**config.mk**
```make
export PLATFORM = sky130hd
export DESIGN_NAME = pix_hit_recorder
export DESIGN_NICKNAME = d
export VERILOG_FILES = /design/src/rtl/pix_hit_pkg.sv /design/src/rtl/pix_hit_ctrl.sv /design/src/rtl/pix_hit_dp.sv /design/src/rtl/pix_hit_recorder.sv
export SDC_FILE = /design/constraint.sdc
export NUM_CORES = 1
export LEC_CHECK = 0
export BUFFER_PORTS_ARGS = -buffer_cell sky130_fd_sc_hd__buf_2
export CAP_MARGIN = 20
export CORE_AREA = 10 10 97 163
export CTS_CLUSTER_DIAMETER = 80
export DETAILED_ROUTE_END_ITERATION = 10
export DIE_AREA = 0 0 107 173
export PLACE_DENSITY = 0.47
export SKIP_CTS_REPAIR_TIMING = 1
export SLEW_MARGIN = 20
export SYNTH_ARGS = -nofsm -noshare
export SYNTH_HDL_FRONTEND = slang
export SYNTH_SLANG_ARGS = --single-unit
```
**constraint.sdc**
```tcl
create_clock -name clk -period 4.9 [get_ports clk]
set_input_delay 0.49 -clock clk [delete_from_list [all_inputs] [get_ports clk]]
set_output_delay 0.49 -clock clk [all_outputs]
set_load 0.1 [all_outputs]
```
**src/rtl/pix_hit_pkg.sv**
```systemverilog
package pix_hit_pkg;

  typedef enum logic [1:0] {
    ST_IDLE  = 2'd0,
    ST_BUSY  = 2'd1,
    ST_READY = 2'd2
  } pixState_t;

  typedef struct packed {
    logic capture;
    logic totInc;
    logic itotInc;
    logic evtInc;
    logic clearAll;
  } pixStrobe_t;

endpackage

```
**src/rtl/pix_hit_ctrl.sv**
```systemverilog
module pix_hit_ctrl
  import pix_hit_pkg::*;
#(
  parameter int FINE_W = 4
) (
  input  logic              clk,
  input  logic              rstN,
  input  logic              discIn,
  input  logic              countMode,
  input  logic              readReq,
  input  logic              readAck,
  output pixStrobe_t        strobe,
  output logic [FINE_W-1:0] phase,
  output logic              dataReady
);

  logic syncA, syncB, discPrev;
  logic riseDet, fallDet, coarseTick, modeSwitch;
  logic modeReg;
  pixState_t state, stateNext;

  // two-flop synchronizer plus edge history
  always_ff @(posedge clk or negedge rstN) begin
    if (!rstN) begin
      syncA    <= 1'b0;
      syncB    <= 1'b0;
      discPrev <= 1'b0;
    end else begin
      syncA    <= discIn;
      syncB    <= syncA;
      discPrev <= syncB;
    end
  end

  // fine phase counter: wraps once per coarse period
  always_ff @(posedge clk or negedge rstN) begin
    if (!rstN) phase <= '0;
    else       phase <= phase + 1'b1;
  end

  assign coarseTick = &phase;
  assign riseDet    = syncB & ~discPrev;
  assign fallDet    = ~syncB & discPrev;
  assign modeSwitch = (state == ST_IDLE) && !syncB && (countMode != modeReg);

  always_comb begin
    strobe    = '0;
    stateNext = state;
    if (modeSwitch) begin
      strobe.clearAll = 1'b1;
    end else begin
      case (state)
        ST_IDLE: begin
          if (!modeReg) begin
            if (riseDet) begin
              strobe.capture = 1'b1;
              stateNext      = ST_BUSY;
            end
          end else begin
            strobe.evtInc  = riseDet;
            strobe.itotInc = coarseTick & syncB;
            if (readReq) stateNext = ST_READY;
          end
        end
        ST_BUSY: begin
          strobe.totInc = coarseTick & syncB;
          if (fallDet) stateNext = ST_READY;
        end
        ST_READY: begin
          if (readAck) begin
            strobe.clearAll = 1'b1;
            stateNext       = ST_IDLE;
          end
        end
        default: stateNext = ST_IDLE;
      endcase
    end
  end

  always_ff @(posedge clk or negedge rstN) begin
    if (!rstN) begin
      state   <= ST_IDLE;
      modeReg <= 1'b0;
    end else begin
      state <= stateNext;
      if (modeSwitch) modeReg <= countMode;
    end
  end

  assign dataReady = (state == ST_READY);

  // data stays flagged until acknowledged
  assert_ready_hold_R5: assert property (@(posedge clk) disable iff (!rstN)
    (dataReady && !readAck) |=> dataReady);

  // acknowledge drops the flag on the next cycle
  assert_ack_clear_R6: assert property (@(posedge clk) disable iff (!rstN)
    (dataReady && readAck) |=> !dataReady);

  // mode register never moves while data is waiting
  assert_mode_frozen_R10: assert property (@(posedge clk) disable iff (!rstN)
    (state != ST_IDLE) |=> (modeReg == $past(modeReg)));

endmodule

```
**src/rtl/pix_hit_dp.sv**
```systemverilog
module pix_hit_dp
  import pix_hit_pkg::*;
#(
  parameter int COARSE_W = 14,
  parameter int FINE_W   = 4,
  parameter int TOT_W    = 10,
  parameter int ITOT_W   = 14,
  parameter int EVT_W    = 10
) (
  input  logic                clk,
  input  logic                rstN,
  input  pixStrobe_t          strobe,
  input  logic [COARSE_W-1:0] coarseTime,
  input  logic [FINE_W-1:0]   phase,
  output logic [COARSE_W-1:0] toaCoarse,
  output logic [FINE_W-1:0]   toaFine,
  output logic [TOT_W-1:0]    totCount,
  output logic [ITOT_W-1:0]   itotCount,
  output logic [EVT_W-1:0]    evtCount
);

  localparam logic [TOT_W-1:0]  TOT_MAX  = '1;
  localparam logic [ITOT_W-1:0] ITOT_MAX = '1;
  localparam logic [EVT_W-1:0]  EVT_MAX  = '1;

  // arrival-time registers
  always_ff @(posedge clk or negedge rstN) begin
    if (!rstN) begin
      toaCoarse <= '0;
      toaFine   <= '0;
    end else if (strobe.clearAll) begin
      toaCoarse <= '0;
      toaFine   <= '0;
    end else if (strobe.capture) begin
      toaCoarse <= coarseTime;
      toaFine   <= phase;
    end
  end

  // saturating time-over-threshold
  always_ff @(posedge clk or negedge rstN) begin
    if (!rstN)                                   totCount <= '0;
    else if (strobe.clearAll || strobe.capture)  totCount <= '0;
    else if (strobe.totInc && totCount != TOT_MAX) totCount <= totCount + 1'b1;
  end

  // saturating integral time-over-threshold
  always_ff @(posedge clk or negedge rstN) begin
    if (!rstN)                  itotCount <= '0;
    else if (strobe.clearAll)   itotCount <= '0;
    else if (strobe.itotInc && itotCount != ITOT_MAX) itotCount <= itotCount + 1'b1;
  end

  // saturating event counter
  always_ff @(posedge clk or negedge rstN) begin
    if (!rstN)                evtCount <= '0;
    else if (strobe.clearAll) evtCount <= '0;
    else if (strobe.evtInc && evtCount != EVT_MAX) evtCount <= evtCount + 1'b1;
  end

  // a full ToT counter never wraps back
  assert_tot_sat_R3: assert property (@(posedge clk) disable iff (!rstN)
    (totCount == TOT_MAX && !strobe.clearAll && !strobe.capture) |=> (totCount == TOT_MAX));

  // a full integral counter never wraps back
  assert_itot_sat_R8: assert property (@(posedge clk) disable iff (!rstN)
    (itotCount == ITOT_MAX && !strobe.clearAll) |=> (itotCount == ITOT_MAX));

  // event count only grows between clears
  assert_evt_mono_R7: assert property (@(posedge clk) disable iff (!rstN)
    !strobe.clearAll |=> (evtCount >= $past(evtCount)));

endmodule

```
**src/rtl/pix_hit_recorder.sv**
```systemverilog
module pix_hit_recorder
  import pix_hit_pkg::*;
#(
  parameter int COARSE_W = 14,
  parameter int FINE_W   = 4,
  parameter int TOT_W    = 10,
  parameter int ITOT_W   = 14,
  parameter int EVT_W    = 10
) (
  input  logic                clk,
  input  logic                rstN,
  input  logic                discIn,
  input  logic [COARSE_W-1:0] coarseTime,
  input  logic                countMode,
  input  logic                readReq,
  input  logic                readAck,
  output logic                dataReady,
  output logic [COARSE_W-1:0] toaCoarse,
  output logic [FINE_W-1:0]   toaFine,
  output logic [TOT_W-1:0]    totCount,
  output logic [ITOT_W-1:0]   itotCount,
  output logic [EVT_W-1:0]    evtCount
);

  pixStrobe_t        strobe;
  logic [FINE_W-1:0] phase;

  pix_hit_ctrl #(.FINE_W(FINE_W)) u_ctrl (
    .clk       (clk),
    .rstN      (rstN),
    .discIn    (discIn),
    .countMode (countMode),
    .readReq   (readReq),
    .readAck   (readAck),
    .strobe    (strobe),
    .phase     (phase),
    .dataReady (dataReady)
  );

  pix_hit_dp #(
    .COARSE_W (COARSE_W),
    .FINE_W   (FINE_W),
    .TOT_W    (TOT_W),
    .ITOT_W   (ITOT_W),
    .EVT_W    (EVT_W)
  ) u_dp (
    .clk        (clk),
    .rstN       (rstN),
    .strobe     (strobe),
    .coarseTime (coarseTime),
    .phase      (phase),
    .toaCoarse  (toaCoarse),
    .toaFine    (toaFine),
    .totCount   (totCount),
    .itotCount  (itotCount),
    .evtCount   (evtCount)
  );

endmodule

```
; ---- Word level (Yosys, flattened, before mapping)
; Cells that the tools add are included.
[totals]
ff_bits = 62
inputBits = 20
output_inout_bits = 53
[classes]
n_addsub = 4
eq_ne = 10
mux = 26
bitwise = 6
n_reduce_logical = 14
[ops]
columns = op, n
row1 = 14-bit 2-to-1 mux, 4
row2 = 10-bit 2-to-1 mux, 4
row3 = "10-bit by 1-bit adder with 10-bit output, second input constant", 2
row4 = "10-bit inequality test, second input constant", 2
row5 = "14-bit by 1-bit adder with 14-bit output, second input constant", 1
row6 = 2-bit 2-to-1 mux, 7
row7 = "14-bit inequality test, second input constant", 1
row8 = 4-bit 2-to-1 mux, 3
row9 = 2-bit nonzero test, 4
row10 = 1-bit 2-to-1 mux, 7
row11 = 2-bit one-hot mux with 3 select lines, 1
row12 = 1-bit logical AND, 5
row13 = 5-bit AND reduction, 1
row14 = "4-bit by 1-bit adder with 4-bit output, second input constant", 1
row15 = 4-bit AND reduction, 1
row16 = 1-bit AND, 3
row17 = "3-bit by 1-bit inequality test with 1-bit output, second input constant", 1
row18 = "3-bit inequality test, second input constant", 1
row19 = 1-bit NOT, 3
row20 = "2-bit by 1-bit == test with 1-bit output, second input constant", 1
row21 = "2-bit == test, second input constant", 1
row22 = 2-bit zero test, 1
row23 = "2-bit by 1-bit inequality test with 1-bit output, second input constant", 1
row24 = "2-bit inequality test, second input constant", 1
row25 = other kinds (3), 3

; ---- Longest topological paths before layout
; Gate-level depths: netlist of the first run.
[depth]
depth_word = 9
depth_mapped = 7
depth_no_buf = 5

; ---- Modules after synthesis
; From an unflattened synthesis of the first run, not the netlist that was laid out.
[unflattened]
cells_unflattened = 288
area_unflattened_um2 = 2991.6
[by_module_without_submodules]
columns = mod, instances, cells_per_inst, area_each_um2
row1 = pix_hit_dp, 1, 251, 2560.0
row2 = pix_hit_ctrl, 1, 37, 431.7

; ---- Worst setup path after synthesis of the first run
; No wires, ideal clock.
[synth_path]
path_type = flip-flop to flip-flop
start = reg u_dp.itotCount[1]
end = reg u_dp.itotCount[9]
setup_time_ps = 126
arrival_time_ps = 2583
t_required_ps = 4774
slack_ps = 2191
stages_incl_launch_ff = 8
period_less_slack_ps = 2709
cell_sequence = dfrtp_1 > ha_1 > nand3_2 > buf_4 > nor4_4 > nor2_2 > buf_6 > a221o_1
[synth_between]
elab_chain_cells = 3
word_cells_on_any_way = 6
[synth_lines]
columns = element, line_no
row1 = "start, declared", pix_hit_dp.sv:18  ; output logic [ITOT_W-1:0] itotCount,
row2 = "start signal, assigned", pix_hit_dp.sv:51  ; else if (strobe.itotInc && itotCount != ITOT_MAX) itotCount <= itotCount + 1'b1;
row3 = 14-bit by 1-bit adder with 14-bit output / 14-bit inequality test (equally long branches), pix_hit_dp.sv:51
row4 = 14-bit 2-to-1 mux / 1-bit logical AND (equally long branches), pix_hit_dp.sv:51
row5 = 14-bit 2-to-1 mux / 2-bit nonzero test (equally long branches), n/a
; Several ways; a longest one is shown, not always the timed one. The select of a mux whose other input is x is not followed.
; A chain may end at the register's enable or synchronous reset.

; ---- Worst setup path in the final report of the first run
[layout_path]
start = reg u_dp.itotCount[1]
end = reg u_dp.itotCount[11]
; The elaborated chain is that of the path after synthesis.

==> results of run 1 <==
-- how the worst min path moves through the flow --
stage	from	endpoint	slack, ps	cells after the start
after floorplan	rstN	u_ctrl.discPrev	190	0
after global placement	u_ctrl.syncA	u_ctrl.syncB	350	0
after detailed placement	u_ctrl.syncA	u_ctrl.syncB	340	0
after CTS	discIn	u_ctrl.syncA	260	1
after global routing	discIn	u_ctrl.syncA	260	1
final	discIn	u_ctrl.syncA	270	1
-- power groups by stage --
stage          logic (uW)  clock network, uW  registers [uW]
2_1_floorplan         266                  0            1130
3_3_place_gp          892                  0             677
3_5_place_dp          893                  0             679
4_1_cts               895                655             671
5_1_grt               943                675             685
6_report              893                636             670
-- final cells by class --
| class | instances | area, um2 | area share, % |
|---|---|---|---|
| Clock inverter | 7 | 72.57 | 1.807 |
| Timing Repair Buffer | 75 | 390.4 | 9.723 |
| Clock buffer | 9 | 225.2 | 5.609 |
| Inverter | 9 | 33.78 | 0.8414 |
| Sequential cell | 62 | 1551 | 38.64 |
| Tap cell | 171 | 214.0 | 5.329 |
| Multi-Input combinational cell | 243 | 1528 | 38.05 |
-- layer usage --
layer,global-route usage [%],vias to the layer above
met5,0,-
met4,4.252,0
met3,2.569,7
met2,18.13,49
met1,11.20,1348
li1,-,1366
-- per-stage QoR --
| step | power, uW | hold slack (ps) | worst slack, ps |
|---|---|---|---|
| global placement | 1569 | 349.9 | 2605 |
| detailed placement | 1572 | 342.5 | 2595 |
| CTS | 2221 | 257.7 | 2575 |
| global route | 2304 | 263.7 | 2402 |
| floorplan | 1395 | 194.4 | 2191 |
| finish | 2198 | 268.7 | 2657 |
-- flip-flops by register name, summed over array words and instances (netlist names), 2 cells and up --
signal / flops
u_ctrl.phase: 4
u_dp.toaFine: 4
u_dp.itotCount: 14
u_dp.totCount: 10
u_ctrl.state: 2
u_dp.evtCount: 10
u_dp.toaCoarse: 14
-- cell usage in the layout, fill, tap and decap left out, types with 3 or more instances in the layout --
cell type  Yosys  final
nor2_1         5      5
and4_1         6      6
o21a_1         3      3
buf_2          4     72
xor2_1         4      4
or4_1          5      5
mux2_2         3      3
o21ai_0        6      6
nor3_1        15     15
nor2b_1        4      4
nor4_1         7      7
inv_1          9      9
dfrtp_1       62     62
o31ai_1        4      4
clkbuf_16      0      9
nand4_1        5      5
and2_1         9      9
nand2_1       56     56
o21ai_1        7      7
nand3_1       20     20
nor4b_1        4      4
a31oi_1        3      3
ha_1           4      4
a21oi_1       22     22
o211ai_1       5      5
a221o_1       15     15
-- critical path: stages, from the launching register on --
cell and delay, ps:
dfrtp_1 410, ha_1 230, nand3_2 220, nor4_4 650, nor2_2 240, a221o_1 380
-- kinds of logic after synthesis --
family,Yosys count,share of synthesized area (%)
DFF,62,48.63
and+or+nand+nor,151,25.88
adders and majority gates,4,1.569
AOI/OAI and AO/OA,77,16.90
muxes,5,1.686
buffers and inverters,25,3.687
xor gates and xnor gates,6,1.647
==> results.tsv, run 1 <==
stage	metric	value	unit
grt	antenna_found_initial	0	
cells_and_area	stdcell_area	4015	um2
clock_tree	cts_sinks	62	
pwr	comb_power_share	40.6	%
run_status	status	completed	
job	cap_violations	0	
route	wl_met1	3774	um
logic_synthesis	yosysMostFrequentCell	dfrtp_1	
critical_path	end_kind	register	
logic_synthesis	synth-seq-cells	62	
route	via_per_inst	4.809	
pwr	powerDensity	547.4	nW/um2
cells_and_area	area_growth	25.84	%
sta	rsz0062_at_grt	false	
logic_synthesis	netlist.area_leader.share	48.63	%
cells_and_area	antenna_cells	0	
route	drcViolationCount	0	
sta	setup_viol	0	
pwr	power_frac_seq	30.5	%
clock_tree	cts_buffer_depth	2	
cells_and_area	final_cell_count_no_fill	576	
critical_path	cp_max_fo	12	
logic_synthesis	avgSynthCellArea	9.668	um2
grt	grt_start_max_net_pins	63	
sta	clock-skew-final	10.12	ps
clock_tree	cts_root_buffer	clkbuf_16	
clock_tree	worstSkewPairLatency	330	ps
floorplan	fp.dieH	173	um
clock_tree	htreeDepth	3	
logic_synthesis	synth_edf_count	0	
clock_tree	cts_tree	yes	
cells_and_area	drive_gt1_share	25.93	%
pwr	peakVddDrop	0.3505	mV
grt	grt_pass1_wl	15370	um
floorplan	ioPinCount	73	
critical_path	reg2reg_slack	2660	ps
critical_path	r2r-start	u_dp.itotCount[1]	
floorplan	die_w	107	um
grt	grt_pass1_vias	2894	
floorplan	die_area	18510	um2
sta	hold_violations	0	
sta	relSlewSlack	43.31	%
cells_and_area	nNetsFinal	424	
logic_synthesis	ys_seq_area_share	48.63	%
critical_path	path_class	register to register	
logic_synthesis	yosysTopAreaCell	dfrtp_1	
logic_synthesis	async_flop_share	100.0	%
route	top_layer	met4	
logic_synthesis	synth_nets	354	
grt	grt_overflow	0	
sta	worst_slew_pin_slew	847.9	ps
route	routed-wl-met2	4881	um
sta	fin_setup_tns	0	ps
placed_design	place_hpwl	6555	um
route	dr_wl_met3	324	um
logic_synthesis	yosys.cell_types.count	52	
critical_path	start_kind	register	
critical_path	worstSetupStartpoint	u_dp.itotCount[1]	
sta	period_share	45.77	%
route	routedWlPerCell	15.81	um
critical_path	worstPathRequired	5110	ps
pwr	p_int	1132	uW
floorplan	core_area	12940	um2
critical_path	endpoint	u_dp.itotCount[11]	
pwr	power_frac_clock	28.9	%
cells_and_area	n_fill_cell	1438	
sta	fmax	445.9	MHz
logic_synthesis	synth_warnings	0	
route	drt_pass1_iterations	4	
route	drt-total-wl	9104	um
sta	min_period	2243	ps
logic_synthesis	ys_top_cells_by_area	dfrtp_1 (49%), nand2_1 (6.6%), a221o_1 (4.7%)	
logic_synthesis	synth_commonest_cells	dfrtp_1 (62), nand2_1 (56), a21oi_1 (22), nand3_1 (20)	
clock_tree	clkTransAtPathRegs	60	ps
placed_design	placed_cell_area	3702	um2
sta	slew_violations	0	
critical_path	cp.arrival	2460	ps
critical_path	r2r_cells	5	
placed_design	portBuffers	72	
worst_hold_path	holdCritPathClass	input port to register	
logic_synthesis	syn_inst	330	
placed_design	gp_congestion	0.7267	
pwr	leakage	0.001832	uW
critical_path	r2r_end	u_dp.itotCount[11]	
clock_tree	numCtsBuffers	9	
logic_synthesis	syn_area	3191	um2
floorplan	initial_core_util	24.66	%
route	via_count	2770	
route	final_antenna_net_count	0	
cells_and_area	post-route-util	31.03	%
logic_synthesis	synth_ff_type	dfrtp_1	
grt	track_usage	10.26	%
route	initialDrtViolationCount	123	
pwr	p_sw_share	48.51	%
placed_design	place_inst	559	
floorplan	fp-row-count	55	
pwr	power.switching	1066	uW
(Power assumes the default switching activity.)
==> run 2: changes to the inputs <==
PLACE_DENSITY = 0.49   (was 0.47)
clock period = 2 ns   (was 4.9 ns; I/O delays follow)
==> results.tsv, run 2 (same netlist as run 1, synthesis figures left out) <==
stage	metric	value	unit	change
sta	period_share	94.27	%	+49 points
run_status	status	completed		
route	drt-total-wl	9350	um	+2.7%
sta	rsz0062_at_grt	false		
route	drt_pass1_iterations	4		unchanged
sta	clock-skew-final	3.827	ps	-6.289 ps
grt	grt_pass1_wl	15120	um	-1.6%
sta	fin_setup_tns	0	ps	unchanged
critical_path	r2r_cells	5		unchanged
sta	fmax	530.4	MHz	+19%
worst_hold_path	hold-path-cell-count	3		+2
critical_path	reg2reg_slack	110	ps	-2540 ps
critical_path	path_class	register to register		
floorplan	core_area	12940	um2	unchanged
cells_and_area	area_growth	34.59	%	
route	initialDrtViolationCount	116		-5.7%
clock_tree	cts_tree	yes		
critical_path	cp_max_fo	7		-5
cells_and_area	antenna_cells	0		unchanged
critical_path	end_kind	register		
placed_design	gp_congestion	0.7518		+3.5%
placed_design	place_hpwl	6805	um	+3.8%
worst_hold_path	holdCritPathClass	input port to register		
route	final_antenna_net_count	0		unchanged
job	cap_violations	0		unchanged
route	routedWlPerCell	15.71	um	-0.58%
placed_design	placed_cell_area	3978	um2	+7.4%
placed_design	portBuffers	72		unchanged
placed_design	pre_cts_ws	60.04	ps	-2535 ps
clock_tree	cts_sinks	62		unchanged
grt	track_usage	10.25	%	-0.015 points
cells_and_area	final_common_cell	buf_2		
critical_path	start_kind	register		
route	via_per_inst	4.818		+0.20%
critical_path	cp.arrival	2140	ps	-320 ps
grt	antenna_found_initial	0		unchanged
route	via_count	2867		+3.5%
clock_tree	cts_root_buffer	clkbuf_16		
floorplan	fp-row-count	55		unchanged
worst_hold_path	min_from	coarseTime[9]		
critical_path	worstPathRequired	2260	ps	-2850 ps
clock_tree	htreeDepth	3		unchanged
floorplan	initial_core_util	24.66	%	unchanged
sta	setup_viol	0		unchanged
route	drcViolationCount	0		unchanged
sta	hold_violations	0		unchanged
sta	min_period	1885	ps	-357.3 ps
cells_and_area	mostFrequentLayoutCells	buf_2 (72), nand2_1 (56), dfrtp_1 (29)		
grt	grt_overflow	0		unchanged
critical_path	r2r-start	u_ctrl.phase[0]		
sta	relSlewSlack	63.69	%	+20 points
pwr	leakage	0.001874	uW	+2.3%
floorplan	ioPinCount	73		unchanged
grt	grt_pass1_vias	2869		-0.86%
critical_path	r2r_end	u_dp.totCount[6]		
clock_tree	cts_buffer_depth	2		unchanged
cells_and_area	nNetsFinal	443		+4.5%
sta	slew_violations	0		unchanged
clock_tree	clkTransAtPathRegs	60	ps	about the same
pwr	peakVddDrop	0.7026	mV	+100%
clock_tree	numCtsBuffers	9		unchanged
floorplan	fp.dieH	173	um	unchanged
floorplan	die_w	107	um	unchanged
cells_and_area	stdcell_area	4294	um2	+6.9%
cells_and_area	reg_top3	u_dp.itotCount (14), u_dp.toaCoarse (14)		
cells_and_area	drive_gt1_share	37.74	%	+12 points
sta	worst_slew_pin_slew	544.1	ps	-303.8 ps
floorplan	die_area	18510	um2	unchanged
clock_tree	worstSkewPairLatency	330	ps	about the same
pwr	powerDensity	1268	nW/um2	+130%
worst_hold_path	holdPathEnd	u_dp.toaCoarse[9]		
grt	grt_start_max_net_pins	63		unchanged
sta	setup_slack	114.6	ps	-2543 ps
==> run 2: cell type report <==
cell class,count,area (um2)
fill,1407,8643
sequential,62,1633
multi-input combinational,243,1582
timing repair buffer,94,555.5
clock buffer,10,239.0
tap,171,214.0
clock inverter,6,37.54
inverter,9,33.78
==> run 2: worst max-delay path by stage <==
| stage | from | to | slack [ps] | cells after the start |
|---|---|---|---|---|
| after CTS | u_ctrl.phase[0] | u_dp.totCount[6] | 40 | 5 |
| after global placement | u_ctrl.phase[0] | u_dp.totCount[6] | 90 | 5 |
| final | u_ctrl.phase[0] | u_dp.totCount[6] | 110 | 5 |
| after floorplan | u_dp.itotCount[1] | u_dp.itotCount[12] | -170 | 6 |
| after detailed placement | u_ctrl.phase[0] | u_dp.totCount[6] | 60 | 5 |
| after global routing | u_ctrl.phase[0] | u_dp.totCount[3] | 10 | 5 |
==> run 2: metrics by stage <==
stage / total power (uW) / cells / utilization, % / hold slack [ps]
after global routing: 5698 / 595 / 33.19 / 98.89
final: 5444 / 595 / 33.19 / 97.42
after detailed placement: 4042 / 576 / 30.74 / 244.6
after global placement: 4026 / 576 / 30.74 / 244.0
after floorplan: 3458 / 330 / - / -95.59
after CTS: 5524 / 592 / 32.88 / -119.5
==> run 2: report_power, final <==
part	total (uW)	switching (uW)	internal (uW)
clock	1450	588	864
combinational	2340	1870	470
sequential	1650	191	1460
==> run 2: per-layer routing <==
layer	share of wire (%)	track usage, %
met5	0	0
met4	2.5	5.159
met3	4.3	2.606
met2	54	18.21
met1	39	10.71
==> run 2: critical path, cell delays in order, from the launching register on <==
cell,delay [ps]
dfrtp_1,390
ha_1,200
and4_2,290
nand3b_1,220
or4_1,550
a21oi_1,160
==> run 3: changes to the inputs <==
PLACE_DENSITY = unset   (was 0.49)
==> results.tsv, run 3 (same netlist as run 1, synthesis figures left out) <==
stage	metric	value	unit	change
critical_path	cp.arrival	2100	ps	-40 ps
job	cap_violations	0		unchanged
route	drt_pass1_iterations	4		unchanged
floorplan	die_area	18510	um2	unchanged
sta	period_share	94.21	%	about the same
pwr	peakVddDrop	0.9385	mV	+34%
route	via_count	2908		+1.4%
clock_tree	numCtsBuffers	9		unchanged
pwr	power.switching	2672	uW	+0.92%
clock_tree	cts_tree	yes		
critical_path	max_stage_delay	580	ps	+30 ps
pwr	p_int	3067	uW	+9.7%
cells_and_area	n_fill_cell	1377		-2.1%
pwr	leakage	0.001908	uW	+1.8%
floorplan	die_w	107	um	unchanged
grt	track_usage	10.33	%	+0.086 points
clock_tree	cts_sinks	62		unchanged
route	via_per_inst	4.871		+1.1%
critical_path	end_kind	register		
sta	setup_viol	0		unchanged
clock_tree	htreeDepth	3		unchanged
floorplan	fp.dieH	173	um	unchanged
route	routedWlPerCell	15.84	um	+0.79%
floorplan	initial_core_util	24.66	%	unchanged
cells_and_area	reg_top3	u_dp.itotCount (14), u_dp.toaCoarse (14)		
critical_path	cp_max_fo	5		-2
sta	slew_violations	0		unchanged
clock_tree	cts_buffer_depth	2		unchanged
worst_hold_path	holdCritPathClass	input port to register		
sta	fmax	530.7	MHz	about the same
placed_design	place_hpwl	7042	um	+3.5%
route	wl_met1	3646	um	-0.14%
cells_and_area	multi_input_area	1570	um2	-0.71%
pwr	power_frac_seq	28.2	%	-2.2 points
sta	rsz0062_at_grt	false		
cells_and_area	seqCellArea	1633	um2	unchanged
pwr	comb_power_share	41.6	%	-1.3 points
grt	antenna_found_initial	0		unchanged
critical_path	start_kind	register		
grt	grt_start_max_net_pins	43		-32%
route	drcViolationCount	0		unchanged
route	initialDrtViolationCount	90		-22%
floorplan	fp-row-count	55		unchanged
sta	hold_violations	0		unchanged
route	top_layer	met4		
cells_and_area	antenna_cells	0		unchanged
critical_path	worstPathRequired	2210	ps	-50 ps
clock_tree	worstSkewPairLatency	330	ps	about the same
run_status	status	completed		
critical_path	critical_path.top_delay_family	simple AND/OR/NAND/NOR gates		
placed_design	portBuffers	72		unchanged
pwr	powerDensity	1318	nW/um2	+4.0%
cells_and_area	final_common_cell	buf_2		
critical_path	crit_path_cell_trace	ha_4 -> nand3_2 -> or4_1 -> and2_1 -> a221o_1		
grt	grt_pass1_wl	15370	um	+1.6%
pwr	p_sw_share	46.56	%	-2.1 points
cells_and_area	drive_gt1_share	37.79	%	+0.058 points
pwr	power_frac_clock	30.1	%	+3.4 points
sta	relSlewSlack	65.35	%	+1.7 points
placed_design	gp_congestion	0.8207		+9.2%
sta	clock-skew-final	5.190	ps	+1.362 ps
route	dr_wl_met3	325	um	-19%
sta	setup_slack	115.8	ps	+1.262 ps
critical_path	path_class	register to register		
placed_design	pre_cts_ws	66.31	ps	+6.267 ps
route	routed-wl-met2	5320	um	+5.2%
cells_and_area	mostFrequentLayoutCells	buf_2 (72), nand2_1 (56), dfrtp_1 (29)		
route	drt-total-wl	9456	um	+1.1%
grt	grt_overflow	0		unchanged
clock_tree	cts_root_buffer	clkbuf_16		
grt	grt_pass1_vias	3001		+4.6%
clock_tree	clkTransAtPathRegs	60	ps	about the same
sta	worst_slew_pin_slew	519.8	ps	-24.38 ps
cells_and_area	area_growth	36.43	%	
sta	min_period	1884	ps	-1.262 ps
sta	fin_setup_tns	0	ps	unchanged
floorplan	ioPinCount	73		unchanged
route	final_antenna_net_count	0		unchanged
critical_path	slowest_stage	or4_1		
cells_and_area	nNetsFinal	445		+0.45%
critical_path	path_buf_inv	0		unchanged
floorplan	core_area	12940	um2	unchanged
run 3: worst min-delay path: cells and delay by family:
| kind | cells | cell delay, ps |
|---|---|---|
| buffers and inverters | 1 | 90 |
| AO/OA/AOI/OAI | 1 | 50 |
| AND/OR/NAND/NOR | 1 | 40 |
run 3: layer usage:
metal  global-route usage [%]  vias to the layer above
li1                         -                     1397
met1                    10.42                     1439
met2                    19.23                       57
met3                    2.606                       15
met4                    4.252                        0
met5                        0                        -
run 3: cell type report:
| type | instances | area share [%] |
|---|---|---|
| Clock buffer | 10 | 5.490 |
| Multi-Input combinational cell | 243 | 36.07 |
| Sequential cell | 62 | 37.51 |
| Tap cell | 171 | 4.915 |
| Inverter | 9 | 0.7761 |
| Timing Repair Buffer | 96 | 13.11 |
| Clock inverter | 6 | 2.127 |
run 3: power by group through the flow:
stage	logic, uW	registers [uW]	clock network (uW)
after detailed placement	2370	1640	0
after floorplan	667	2790	0
after global placement	2330	1630	0
after CTS	2360	1620	1780
final	2390	1620	1730
after global routing	2510	1650	1830
run 3: path summary, 6_finish.rpt:
kind / startpoint / to / slack, ps / cells past startpoint
max in group asynchronous: rstN / u_dp.totCount[0] / 990 / 3
min in group asynchronous: rstN / u_dp.evtCount[4] / 380 / 2
worst min register to register: u_ctrl.syncA / u_ctrl.syncB / 350 / 0
worst min-delay path: coarseTime[2] / u_dp.toaCoarse[2] / 100 / 3
worst max-delay path: u_dp.itotCount[1] / u_dp.itotCount[12] / 120 / 5
worst max register to register: u_dp.itotCount[1] / u_dp.itotCount[12] / 120 / 5
run 3: stage by stage:
step | cells | util, % | hold WS, ps | power [uW] | cell area [um2]
finish | 597 | 33.65 | 96.95 | 5738 | 4353
CTS | 593 | 33.27 | -141.4 | 5760 | 4304
detailed placement | 577 | 30.71 | 211.7 | 4008 | 3973
global placement | 577 | 30.71 | 207.6 | 3960 | 3973
global route | 597 | 33.65 | 94.27 | 5996 | 4353
floorplan | 330 | - | -95.59 | 3458 | 3324
